===== config.mk =====
export PLATFORM = sky130hd
export DESIGN_NAME = xcr_cipher_top
export DESIGN_NICKNAME = d
export VERILOG_FILES = /design/src/rtl/xcr_pkg.sv /design/src/rtl/xcr_sync.sv /design/src/rtl/xcr_edge.sv /design/src/rtl/xcr_regs.sv /design/src/rtl/xcr_cipher_top.sv
export SDC_FILE = /design/constraint.sdc
export NUM_CORES = 1
export LEC_CHECK = 0
export BUFFER_PORTS_ARGS = -buffer_cell sky130_fd_sc_hd__buf_2
export CAP_MARGIN = 40
export CORE_MARGIN = 1
export CORE_UTILIZATION = 50
export DETAILED_ROUTE_END_ITERATION = 10
export MAX_ROUTING_LAYER = met4
export PLACE_DENSITY = 0.77
export SYNTH_ARGS = -nofsm -noshare
export SYNTH_HDL_FRONTEND = slang
export SYNTH_SLANG_ARGS = --single-unit

===== constraint.sdc =====
create_clock -name clk -period 1.6 [get_ports clk]
set_clock_uncertainty 0.15 [all_clocks]
set_input_delay 0.16 -clock clk [delete_from_list [all_inputs] [get_ports clk]]
set_output_delay 0.16 -clock clk [all_outputs]
set_load 0.02 [all_outputs]

===== src/rtl/xcr_pkg.sv =====
package xcr_pkg;
  // Which register a detected strobe edge writes.
  typedef enum logic {
    TGT_PLAIN = 1'b0,
    TGT_KEY   = 1'b1
  } xcr_target_e;
endpackage


===== src/rtl/xcr_sync.sv =====
module xcr_sync #(
  parameter int WIDTH  = 1,
  parameter int STAGES = 2
) (
  input  logic             clk,
  input  logic             rst_n,
  input  logic [WIDTH-1:0] d_in,
  output logic [WIDTH-1:0] d_out
);
  logic [WIDTH-1:0] stage_q [STAGES];

  genvar g;
  generate
    for (g = 0; g < STAGES; g++) begin : g_stage
      if (g == 0) begin : g_first
        always_ff @(posedge clk) begin
          if (!rst_n) stage_q[g] <= '0;
          else        stage_q[g] <= d_in;
        end
      end else begin : g_next
        always_ff @(posedge clk) begin
          if (!rst_n) stage_q[g] <= '0;
          else        stage_q[g] <= stage_q[g-1];
        end
      end
    end
  endgenerate

  assign d_out = stage_q[STAGES-1];
endmodule


===== src/rtl/xcr_edge.sv =====
module xcr_edge (
  input  logic clk,
  input  logic rst_n,
  input  logic level,
  output logic rise
);
  logic hist_q;

  always_ff @(posedge clk) begin
    if (!rst_n) hist_q <= 1'b0;
    else        hist_q <= level;
  end

  assign rise = level & ~hist_q;
endmodule


===== src/rtl/xcr_regs.sv =====
module xcr_regs
  import xcr_pkg::*;
#(
  parameter int DATA_W = 8
) (
  input  logic              clk,
  input  logic              rst_n,
  input  logic              load,
  input  xcr_target_e       target,
  input  logic [DATA_W-1:0] value,
  output logic [DATA_W-1:0] plain_q,
  output logic [DATA_W-1:0] key_q
);
  always_ff @(posedge clk) begin
    if (!rst_n) begin
      plain_q <= '0;
      key_q   <= '0;
    end else if (load) begin
      if (target == TGT_KEY) key_q   <= value;
      else                   plain_q <= value;
    end
  end
endmodule


===== src/rtl/xcr_cipher_top.sv =====
module xcr_cipher_top
  import xcr_pkg::*;
#(
  parameter int DATA_W      = 8,
  parameter int PIN_W       = 8,
  parameter int SYNC_STAGES = 2,
  parameter int STB_BIT     = 0,
  parameter int SEL_BIT     = 1
) (
  input  logic              clk,
  input  logic              rst_n,
  input  logic [DATA_W-1:0] bus_in,
  input  logic [PIN_W-1:0]  pins_in,
  output logic [DATA_W-1:0] xor_out,
  output logic [PIN_W-1:0]  pins_out,
  output logic [PIN_W-1:0]  pins_oe
);
  localparam int SYNC_W = DATA_W + 2;

  logic [SYNC_W-1:0] raw_vec;
  logic [SYNC_W-1:0] sync_vec;
  logic              stb_s;
  logic              sel_s;
  logic [DATA_W-1:0] bus_s;
  logic              load_p;
  logic [DATA_W-1:0] plain_q;
  logic [DATA_W-1:0] key_q;
  logic              unused_pins;

  // Strobe, select and bus share one synchronizer so they stay aligned.
  assign raw_vec = {pins_in[SEL_BIT], bus_in, pins_in[STB_BIT]};

  xcr_sync #(.WIDTH(SYNC_W), .STAGES(SYNC_STAGES)) u_sync (
    .clk   (clk),
    .rst_n (rst_n),
    .d_in  (raw_vec),
    .d_out (sync_vec)
  );

  assign stb_s = sync_vec[0];
  assign bus_s = sync_vec[DATA_W:1];
  assign sel_s = sync_vec[SYNC_W-1];

  xcr_edge u_edge (
    .clk   (clk),
    .rst_n (rst_n),
    .level (stb_s),
    .rise  (load_p)
  );

  xcr_regs #(.DATA_W(DATA_W)) u_regs (
    .clk     (clk),
    .rst_n   (rst_n),
    .load    (load_p),
    .target  (xcr_target_e'(sel_s)),
    .value   (bus_s),
    .plain_q (plain_q),
    .key_q   (key_q)
  );

  always_ff @(posedge clk) begin
    if (!rst_n) xor_out <= '0;
    else        xor_out <= plain_q ^ key_q;
  end

  // Pin group is input-only.
  assign pins_out = '0;
  assign pins_oe  = '0;

  // Pins other than strobe and select carry no function.
  assign unused_pins = ^pins_in;
endmodule


Word level (Yosys, flattened, before mapping):

Memories as Yosys holds them, arrays and structs flattened.
Cells that the tools add are included.

* register bits: 25
* bits in latches: 0
* bits in writable memories: 20
* ROM bits: 0
* bits of input ports: 18
* output and inout port bits: 24
* word-level logic and storage cells: 17
* memories kept: 1

* add/sub/neg operators: 0
* multiply operators: 0
* div/mod/pow operators: 0
* $lt $le $gt $ge: 0
* equal/unequal tests: 0
* shift-type cells: 0
* mux-type cells: 4
* bitwise gates (word level): 6
* reductions and logical operators: 2

Memories
* u_sync.stage_q: depth 2, bits a word 10, rd ports 2, clocked after Yosys merged registers in 0, write ports 2, line xcr_sync.sv:10 `logic [WIDTH-1:0] stage_q [STAGES];`

Operator list (number)
* 2-to-1 mux 10 bit: 2
* XOR 8 bit: 1
* AND reduction 2 bit: 2
* 2-to-1 mux 1 bit: 2
* NOT 1 bit: 2
* OR 1 bit: 2
* AND 1 bit: 1

Depth between registers and ports, before layout:

* depth after elaboration: 3
* depth in mapped cells: 4
* gate-level depth less buffers: 2

Cells and area by module:

A second synthesis with hierarchy kept.

* cells, all modules: 148
* area total of the unflattened synthesis: 1626.6 um2

Modules (own cells, without submodules)
* xcr_regs: instances 1, cells an instance 62, area an instance 620.6 um2, sequential area each 320.3 um2
* xcr_sync: instances 1, cells an instance 42, area an instance 561.8 um2, sequential area each 400.4 um2
* xcr_cipher_top: instances 1, cells an instance 41, area an instance 404.1 um2, sequential area each 160.2 um2
* xcr_edge: instances 1, cells an instance 3, area an instance 40.0 um2, sequential area each 20.0 um2

Worst setup path before layout:

Ideal clock, no wire load.

* path kind: reg-to-reg
* start: register u_edge.hist_q
* end: register u_regs.plain_q[0]
* setup time: 0.119 ns
* arrival time: 0.908 ns
* data required time: 1.331 ns
* path slack: 0.423 ns
* stages on the path, launching flop included: 4
* path buffers: 1
* period minus slack after synthesis: 1.177 ns
* cell sequence: dfxtp_1 > or3b_1 > buf_6 > mux2i_1

* word-level cells in the longest chain between the ends: 3

Ends and longest elaborated chain
* from (decl): line xcr_edge.sv:7 `logic hist_q;`
* from (signal assigned): line xcr_edge.sv:11 `else hist_q <= level;`
* NOT 1 bit: line xcr_edge.sv:14 `assign rise = level & ~hist_q;`
* AND 1 bit: line xcr_edge.sv:14
* AND reduction 2 bit (no source line)
* to (signal assigned): line xcr_regs.sv:20 `else plain_q <= value;`
* to (decl): line xcr_regs.sv:11 `output logic [DATA_W-1:0] plain_q,`

No other way between the ends.
A chain may end at the register's enable or synchronous reset.

==> impl_metrics.env <==
export IMPL_drtIter0Drc=8
export IMPL_setup_viol=0
export IMPL_num_vias=881
export IMPL_clkTransAtPathRegs_ps=120
export IMPL_cts_made_buffers=5
export IMPL_drt_total_wl_um=1870
export IMPL_tightest_slew_ps=711
export IMPL_p_per_area_nw_per_um2=995
export IMPL_syn_to_final_growth_pct=12.6
export IMPL_clkLatencyLatePin_ps=350
export IMPL_placed_area_um2=1630
export IMPL_grt_use_total=0.128
export IMPL_post_drt_wl_per_cell_um=8.47
export IMPL_yosysWarnings=0
export IMPL_setup_tns_ps=0
export IMPL_via_per_inst=3.99
export IMPL_cts_tree="built"
export IMPL_cts_sinks=45
export IMPL_htreeDepth=2
export IMPL_antenna_found_initial=0
export IMPL_synth_seq_cells=45
export IMPL_post_route_min_period_ps=1390
export IMPL_yosysSeqAreaShare=0.567
export IMPL_fp_dieH_um=58.4
export IMPL_relSlewSlack=0.526
export IMPL_ios=42
export IMPL_synth_avg_cell_area_um2=10.7
export IMPL_syn_area_um2=1590
export IMPL_nFillCells=278
export IMPL_die_area_um2=3400
export IMPL_cp_required_ps=1680
export IMPL_drive_gt1_frac=0.164
export IMPL_finalHoldViolCount=0
export IMPL_crit_type="flop to flop"
export IMPL_firstDrtPassIters=4
export IMPL_slew_viol_final=0
export IMPL_fin_crit_sh=0.869
export IMPL_clk_path_buf_depth=2
export IMPL_fin_area_um2=1790
export IMPL_grt_start_max_net_pins=54
export IMPL_cts_root_buf="clkbuf_4"
export IMPL_drc=0
export IMPL_cts_resized=0
export IMPL_postRouteAntennaNets=0
export IMPL_report_power_total_mw=1.78
export IMPL_overflow=0
export IMPL_worst_path_max_fanout=8
export IMPL_postSynthCellCount=149
export IMPL_p_leak_nw=0.849
export IMPL_dpl_hpwl_um=1100
export IMPL_yosys_cell_types_count=13
export IMPL_cap_viol_max_count=0
export IMPL_critPathLaunchType="flop"
export IMPL_min_path_type="input pin to flop"
export IMPL_core_um2=3030
export IMPL_grt_pass1_vias=733
export IMPL_end_kind="flop"
export IMPL_place_ws_ps=234
export IMPL_port_buffer_count=19
export IMPL_num_antenna_cells=0
export IMPL_max_vdd_ir_drop_v=0.000559
export IMPL_grt_first_pass_wirelength_um=3020
export IMPL_num_rows=20
export IMPL_fmax_mhz=719
export IMPL_start_util=0.524
export IMPL_die_w_um=58.4
export IMPL_arrival_ps=1470
export IMPL_rsz0062_at_grt="false"
export IMPL_hold_buffers=10
export IMPL_place_gp_congestion=0.653
export IMPL_nets=194
export IMPL_post_cts_setup_buffers=0
export IMPL_status="finished clean"
export IMPL_setup_slack_ps=209
==> sequential cells by signal (all words and copies together), names as in the netlist <==
register / flops
u_edge.hist_q: 1
u_regs.key_q: 8
u_regs.plain_q: 8
u_sync.stage_q: 20
xor_out: 8
==> path summary, 6_finish.rpt <==
kind | startpoint | endpoint | slack (ps) | cells after the start
worst min-delay path | rst_n | u_regs.key_q[7]$_SDFFE_PN0P_ | 240 | 3
worst max register to register | u_sync.stage_q[1][0]$_SDFF_PN0_ | u_regs.plain_q[3]$_SDFFE_PN0P_ | 210 | 2
worst max-delay path | u_sync.stage_q[1][0]$_SDFF_PN0_ | u_regs.plain_q[3]$_SDFFE_PN0P_ | 210 | 2
worst min register to register | u_sync.stage_q[0][8]$_SDFF_PN0_ | u_sync.stage_q[1][8]$_SDFF_PN0_ | 300 | 1
==> kinds of logic (layout without fill, tap and decap cells) <==
family / count (synthesis) / count (layout) / share of synthesized area
other: 1 / 16 / 0.00236
DFF: 45 / 45 / 0.567
buffers and inverters: 24 / 37 / 0.102
muxes: 16 / 16 / 0.101
xor gates and xnor gates: 8 / 8 / 0.0441
and+or+nand+nor: 55 / 55 / 0.184
==> metrics by stage <==
stage / hold WS (ps) / util / std cells
after floorplan: 137 / - / 164
after CTS: 217 / 0.590 / 221
after detailed placement: 219 / 0.539 / 203
after global placement: 217 / 0.539 / 203
final: 236 / 0.590 / 221
after global routing: 268 / 0.590 / 221
==> Yosys cell counts <==
| cell | count | area share |
|---|---|---|
| buf_6 | 1 | 0.0071 |
| and2_1 | 28 | 0.11 |
| and3b_2 | 1 | 0.0063 |
| xor2_1 | 8 | 0.044 |
| and2_2 | 1 | 0.0047 |
| or3b_1 | 1 | 0.0055 |
| conb_1 | 1 | 0.0024 |
| nand2_1 | 24 | 0.057 |
| buf_2 | 3 | 0.0095 |
| dfxtp_1 | 45 | 0.57 |
| clkbuf_1 | 4 | 0.0095 |
| mux2i_1 | 16 | 0.10 |
| buf_4 | 16 | 0.076 |
==> area by class of cell <==
type | count | area, um^2 | area share
clock inverters | 3 | 17.5 | 0.00980
well taps | 44 | 55.1 | 0.0308
multi-input cells | 95 | 582 | 0.325
flip-flops and latches | 45 | 901 | 0.504
clock buffers | 5 | 37.5 | 0.0210
repair buffers | 29 | 195 | 0.109
==> critical path: stages, from the launching register on <==
cell,delay [ps]
dfxtp_1,350
or3b_1,560
mux2i_1,200
==> power breakdown <==
group,switching (mW),internal (mW),total (mW)
sequential,0.00716,1.15,1.16
clock,0.343,0.166,0.509
combinational,0.0687,0.0463,0.115
total,0.419,1.36,1.78
==> cells in the final DEF, fill, tap and decap left out <==
master,n
and2_1,28
and2_2,1
and3b_2,1
buf_2,19
clkbuf_4,5
clkinv_2,2
clkinvlp_4,1
conb_1,16
dfxtp_1,45
dlygate4sd3_1,10
mux2i_1,16
nand2_1,24
or3b_1,1
xor2_1,8
==> metal layers <==
layer	routed length (um)	share of wire	GRT usage	up-vias
li1	-	-	-	480
met1	849	0.45	0.128	372
met2	871	0.47	0.207	26
met3	119	0.064	0.0659	3
met4	30	0.016	0.0612	0
met5	0	0	-	-
Power figures use the tool's default switching activity.
